<file path="src/rtl/ret_stack.sv">
module ret_stack #(
  parameter int AW    = 9,
  parameter int DEPTH = 3
) (
  input  logic          clk,
  input  logic          rst,
  input  logic          push_en,
  input  logic          pop_en,
  input  logic [AW-1:0] push_addr,
  output logic [AW-1:0] top_addr
);
  localparam int LAST = DEPTH - 1;

  logic [AW-1:0] lvl [DEPTH];
  logic          do_pop;

  assign do_pop   = pop_en & ~push_en;
  assign top_addr = lvl[0];

  for (genvar i = 0; i < DEPTH; i++) begin : g_lvl
    logic [AW-1:0] from_above, from_below;
    if (i == 0) begin : g_top
      assign from_above = push_addr;
    end else begin : g_mid
      assign from_above = lvl[i-1];
    end
    if (i == LAST) begin : g_bot
      assign from_below = lvl[i];
    end else begin : g_up
      assign from_below = lvl[i+1];
    end
    always_ff @(posedge clk) begin
      if (rst)          lvl[i] <= '0;
      else if (push_en) lvl[i] <= from_above;
      else if (do_pop)  lvl[i] <= from_below;
    end
  end

  assert_reset_clear_R1: assert property (@(posedge clk)
    rst |=> (top_addr == '0));
  assert_push_top_R2: assert property (@(posedge clk) disable iff (rst)
    push_en |=> (top_addr == $past(push_addr)));
  assert_push_shift_R2: assert property (@(posedge clk) disable iff (rst)
    push_en |=> (lvl[1] == $past(top_addr)));
  assert_pop_shift_R3: assert property (@(posedge clk) disable iff (rst)
    (pop_en && !push_en) |=> (top_addr == $past(lvl[1])));
  assert_pop_keep_bottom_R3: assert property (@(posedge clk) disable iff (rst)
    (pop_en && !push_en) |=> $stable(lvl[LAST]));
  assert_both_push_wins_R6: assert property (@(posedge clk) disable iff (rst)
    (pop_en && push_en) |=> (top_addr == $past(push_addr)));
  assert_idle_hold_R7: assert property (@(posedge clk) disable iff (rst)
    (!pop_en && !push_en) |=> ($stable(top_addr) && $stable(lvl[LAST])));
endmodule

</file>
<file path="config.mk">
export PLATFORM = sky130hd
export DESIGN_NAME = ret_stack
export DESIGN_NICKNAME = d
export VERILOG_FILES = /design/src/rtl/ret_stack.sv
export SDC_FILE = /design/constraint.sdc
export NUM_CORES = 1
export LEC_CHECK = 0
export BUFFER_PORTS_ARGS = -buffer_cell sky130_fd_sc_hd__buf_2
export CAP_MARGIN = 20
export CORE_ASPECT_RATIO = 0.8
export CORE_UTILIZATION = 40
export DETAILED_ROUTE_END_ITERATION = 10
export GPL_TIMING_DRIVEN = 0
export PLACE_DENSITY = 0.62
export SKIP_CTS_REPAIR_TIMING = 1
export SLEW_MARGIN = 15
export SYNTH_ARGS = -nofsm -noshare
export SYNTH_HDL_FRONTEND = slang
export SYNTH_SLANG_ARGS = --single-unit
</file>
<file path="constraint.sdc">
create_clock -name clk -period 1.6 [get_ports clk]
set_input_delay 0.32 -clock clk [delete_from_list [all_inputs] [get_ports clk]]
set_output_delay 0.32 -clock clk [all_outputs]
set_load 0.02 [all_outputs]
</file>
==> run summary, run 1 <==
Post-DRT Antenna Nets: 0
Gr busiest metal: met1
Std-Cell Core Area: 2850 µm²
Met2 Use GR: 0.239
Arrival time at the worst endpoint: 1.34 ns
Critical path's slowest cell: or3_1
Hold Vio Cnt, Final: 0
Biggest cell delay along the critical path: 0.72 ns
Layout cells sized above 1: 0.264
Min cycle time layout: 1.44 ns
Clk root buf: clkbuf_8
Reg2Reg Capture Point: lvl[0][6]
Share of total power in the clock network: 0.276
Internal Power: 0.00107 W
Layout Utilization: 0.505
Area leader, netlist: edfxtp_1
Yosys warns: 0
Pin count of the biggest net entering global routing: 19
Die W: 64.3 µm
Port bufs: 20
RD Place Congestion: 0.727
Leak: 0.559 nW
Chip height: 51.9 µm
CP endpoint kind: flop
Switching part of the total: 0.231
F_max: 0.696 GHz
Status: finished clean
Crit Path Category: in2reg
GRT overflow: 0
Sequential cell area fraction in the yosys report: 0.652
Clk sinks: 27
Clock tree buffer depth: 2
Crit path from: rst
Via-to-Cell Ratio: 4.94
Synth Register Bits: 27
Slew Viols, Final: 0
Initial antenna violation count: 0
Synth Instances: 101
RSZ-0062 raised after global routing: no
Clock transition at path regs: 0.10 ns
Synthesized cell area: 1240 µm²
Die area: 3340 µm²
CP Cell Sequence: buf_2, buf_2, or3_1
Synthesis-to-finish area growth: 15.8%
GRT met3 Usage: 0.0285
First-pass GRT wire length: 3980 µm
Final Skew: 0.00738 ns
TritonCTS buffer count: 3
Min-Delay Path Depth: 3
Logic pwr share: 0.112
Crit path top cell by count: buf_2
Worst reg2reg path startpoint: lvl[1][6]
Critical Path Source Type: primary input
Largest regs: lvl x27
Initial DRT Pass Iterations: 4
Register-to-Register Path Depth: 2
Largest reg by FF count: lvl
Fillers: 276
Post-synthesis cell type count: 12
Hold crit path type: in2reg
Max reg flops: 27
Total placed cells including tap cells: 159
Max_slew headroom: 0.476
Period utilisation layout: 0.898
Std-Cell Rows: 17
R2R Setup Slk: 0.79 ns
Main area contributors after synthesis: edfxtp_1, nand3b_1, a21oi_1, nand2_1, and2_1
Clock insertion delay at the later pin of the skew report: 0.27 ns
Vias: 805
Flop pwr share: 0.612
Nets: 139
Design Area, Final: 1440 µm²
Power Density: 966 nW/µm²
CTS H-tree lvls: 1
Post-DP HPWL: 1540 µm
Wirelength, routed: 2430 µm
Iter 0 DRT Violations: 32
Endpoints failing setup: 0
Hold_sp: push_addr[8]
TNS Setup: 0 ns
Global-route usage over all layers: 0.164
Worst Hold End: lvl[0][8]
Non-filler instance count after layout: 163
Worst Path Required: 1.50 ns
Net Sw Power: 0.000321 W
Share of the synthesized area in the top cell type: 0.652
Critical path peak fanout: 18
Routed length per placed instance: 14.9 µm
DP Area: 1390 µm²
Synth Net Count: 114
IO Pins: 22
Ant. Diodes: 0
M1 GR Usage: 0.254
# DRC: 0
VDD IR max: 0.578 mV
Max-Cap Viols: 0
CTS tree: done
Number of global-route vias before repair: 774
Initial Util: 0.436
Worst Tran Pin Value: 0.785 ns
Avg Cell Area, Syn: 12.3 µm²
Hold WS: 0.362 ns
-- power groups by stage --
stage               registers [W]   logic, W  clock network, W
finish                   0.000852   0.000155          0.000384
global route             0.000859   0.000172          0.000422
CTS                      0.000852   0.000158          0.000396
detailed placement       0.000867   0.000157                 0
global placement         0.000865   0.000156                 0
floorplan                0.000886  0.0000793                 0
-- synthesized netlist by cell type, drive strengths merged --
| library cell | instances |
|---|---|
| nand2 | 18 |
| or2 | 1 |
| o21ai | 1 |
| a21oi | 17 |
| and2 | 9 |
| nand3b | 18 |
| buf | 8 |
| edfxtp | 27 |
| o21ba | 1 |
| or3 | 1 |
-- worst max-delay path by stage --
stage | endpoint
finish | lvl[1][7]
global route | lvl[1][7]
CTS | lvl[1][5]
detailed placement | lvl[1][7]
global placement | lvl[0][7]
floorplan | lvl[0][0]
-- final cells by class --
class | instances | area, µm² | area share
clock buffer | 3 | 41.3 | 0.0287
tap | 38 | 47.5 | 0.0330
multi-input combinational | 66 | 372 | 0.258
sequential | 27 | 811 | 0.563
timing repair buffer | 20 | 100 | 0.0695
buffer | 8 | 61.3 | 0.0426
clock inverter | 1 | 7.51 | 0.00521
-- worst max-delay path, delay by kind of cell --
kind / cells / cell delay (ns)
AND/OR/NAND/NOR: 1 / 0.72
buffers and inverters: 2 / 0.29
-- through the flow --
step,total power (W),setup WS (ns)
after detailed placement,0.00102,-0.158
final,0.00139,0.163
after floorplan,0.000965,0.178
after global routing,0.00145,0.0929
after global placement,0.00102,-0.134
after CTS,0.00141,0.134
-- metal layers --
metal	vias to the layer above	part of all wire
met2	20	0.44
met3	2	0.049
met1	373	0.51
met4	0	0.0045
li1	410	-
met5	-	0
-- kinds of logic (layout without fill, tap and decap cells) --
family,Yosys count,count (layout),synth area share
AOI/OAI and AO/OA,19,19,0.0805
DFF,27,27,0.652
and+or+nand+nor,47,47,0.218
buffers and inverters,8,32,0.0493
-- cells in the final DEF, fill, tap and decap left out --
master      instances
o21ai_1             1
or3_1               1
clkbuf_8            3
nand2_1            18
edfxtp_1           27
buf_4               1
buf_6               3
a21oi_1            17
and2_1              9
buf_2              24
o21ba_2             1
or2_1               1
nand3b_1           18
clkinvlp_4          1
No activity file was read; power rests on OpenSTA's default activity.
==> run 2: changes to the inputs <==
- CAP_MARGIN: 20 -> unset
- CORE_UTILIZATION: 40 -> 54
- PLACE_DENSITY: 0.62 -> 0.79
==> run summary, run 2 (synthesized netlist as in run 1, its figures left out) <==
Iter 0 DRT Violations: 41 (+28%)
RD Place Congestion: 0.719 (-1.0%)
Layout cells sized above 1: 0.264 (unchanged)
Commonest non-fill, non-tap cell in the layout: edfxtp_1
# DRC: 0 (unchanged)
Leak: 0.555 nW (-0.72%)
Initial DRT Pass Iterations: 4 (unchanged)
Crit Path Category: in2reg
Period utilisation layout: 0.857 (-0.0413)
Wirelength, routed: 2370 µm (-2.5%)
Clock insertion delay at the later pin of the skew report: 0.32 ns (+0.05 ns)
Ant. Diodes: 0 (unchanged)
Clk root buf: clkbuf_4
Std-Cell Rows: 15 (-2)
Std-Cell Core Area: 2160 µm² (-24%)
CTS tree: done
Max_slew headroom: 0.469 (-0.00757)
Routed length per placed instance: 15.8 µm (+5.9%)
Pin count of the biggest net entering global routing: 19 (unchanged)
First-pass GRT wire length: 3880 µm (-2.4%)
F_max: 0.729 GHz (+4.8%)
Clk sinks: 27 (unchanged)
Clock tree buffer depth: 2 (unchanged)
Power Density: 929 nW/µm² (-3.8%)
Max reg flops: 27 (unchanged)
Largest reg by FF count: lvl
Total area of sequential cells: 811 µm² (unchanged)
Layout Utilization: 0.650 (+0.145)
Port bufs: 20 (unchanged)
CP endpoint kind: flop
Register-to-Register Path Depth: 2 (unchanged)
Hold WS: 0.308 ns (-0.0537 ns)
Non-filler instance count after layout: 150 (-8.0%)
Vias: 853 (+6.0%)
VDD IR max: 0.857 mV (+48%)
Worst Tran Pin Value: 0.797 ns (+0.0114 ns)
Hold Vio Cnt, Final: 0 (unchanged)
R2R Setup Slk: 0.77 ns (-0.02 ns)
Global-route usage over all layers: 0.218 (+0.0539)
Max-Cap Viols: 0 (unchanged)
Crit path top cell by count: buf_2
Die area: 2500 µm² (-25%)
Biggest cell delay along the critical path: 0.73 ns (about the same)
Commonest cells after routing, fill and taps aside: edfxtp_1, buf_2, nand2_1, nand3b_1, a21oi_1
Number of global-route vias before repair: 803 (+3.7%)
Total placed cells including tap cells: 146 (-8.2%)
IO Pins: 22 (unchanged)
CTS H-tree lvls: 1 (unchanged)
Die W: 55.7 µm (-13%)
Clock transition at path regs: 0.14 ns (+0.04 ns)
Crit path from: rst
Chip height: 44.9 µm (-13%)
RSZ-0062 raised after global routing: no
Initial antenna violation count: 0 (unchanged)
Via-to-Cell Ratio: 5.69 (+15%)
Arrival time at the worst endpoint: 1.34 ns (about the same)
Reg2Reg Capture Point: lvl[0][4]
TNS Setup: 0 ns (unchanged)
Synthesis-to-finish area growth: 12.8%
Worst Path Required: 1.57 ns (+0.07 ns)
Multi-input logic area: 372 µm² (unchanged)
Final Skew: 0.00131 ns (-0.00607 ns)
Largest regs: lvl x27
Hold crit path type: in2reg
Worst reg2reg path startpoint: lvl[1][4]
Status: finished clean
Fillers: 176 (-36%)
Critical Path Source Type: primary input
CP endpoint: lvl[0][5]
GRT overflow: 0 (unchanged)
Critical path's slowest cell: or3_1
Min cycle time layout: 1.37 ns (-0.0661 ns)
Post-DP HPWL: 1540 µm (+0.60%)
Critical path peak fanout: 18 (unchanged)
Endpoints failing setup: 0 (unchanged)
Post-DRT Antenna Nets: 0 (unchanged)
CP Cell Sequence: buf_2, buf_2, or3_1
Initial Util: 0.576 (+0.140)
Slew Viols, Final: 0 (unchanged)
Nets: 139 (unchanged)
TritonCTS buffer count: 3 (unchanged)
## run 2: cell types whose count changed in the layout (fill, tap and decap cells not counted)
| cell | before | now |
|---|---|---|
| clkbuf_4 | 0 | 3 |
| clkbuf_8 | 3 | 0 |
| clkinv_2 | 0 | 1 |
| clkinvlp_4 | 1 | 0 |
## run 2: how the worst min path moves through the flow
stage | start | endpoint | slack (ns) | depth (start not counted)
2_1_floorplan | lvl[1][8] | lvl[2][8] | 0.52 | 1
3_3_place_gp | lvl[1][1] | lvl[2][1] | 0.53 | 1
3_5_place_dp | lvl[1][7] | lvl[2][7] | 0.55 | 1
4_1_cts | push_addr[8] | lvl[0][8] | 0.30 | 3
5_1_grt | push_addr[5] | lvl[0][5] | 0.30 | 3
6_report | push_addr[8] | lvl[0][8] | 0.31 | 3
## run 2: worst max-delay path: cells and delay by family
kind / cells / cell delay, ns
buffers and inverters: 2 / 0.29
AND/OR/NAND/NOR: 1 / 0.73
## run 2: layer usage
metal | routed length, µm | share of wire | vias up | global-route usage
met5 | 0 | 0 | - | 0
met4 | 14 | 0.0059 | 0 | 0.0700
met3 | 144 | 0.061 | 2 | 0.0659
met2 | 1130 | 0.48 | 32 | 0.347
met1 | 1080 | 0.46 | 410 | 0.294
li1 | - | - | 409 | -
## run 2: report_power, final
| part | internal [W] | switching (W) |
|---|---|---|
| clock | 0.0000940 | 0.000201 |
| combinational | 0.0000611 | 0.0000938 |
| sequential | 0.000832 | 0.0000205 |
## run 2: area by class of cell
type,instances,share of cell area
Buffer,8,0.0437
Clock buffer,3,0.0161
Clock inverter,1,0.00357
Multi-Input combinational cell,66,0.265
Sequential cell,27,0.578
Tap cell,25,0.0223
Timing Repair Buffer,20,0.0714
## run 2: stage by stage
stage / setup WS, ns / total power [W] / area (µm²)
floorplan: 0.178 / 0.000965 / 1240
global placement: -0.113 / 0.00102 / 1380
detailed placement: -0.128 / 0.00102 / 1380
CTS: 0.231 / 0.00131 / 1400
global route: 0.207 / 0.00136 / 1400
finish: 0.229 / 0.00130 / 1400
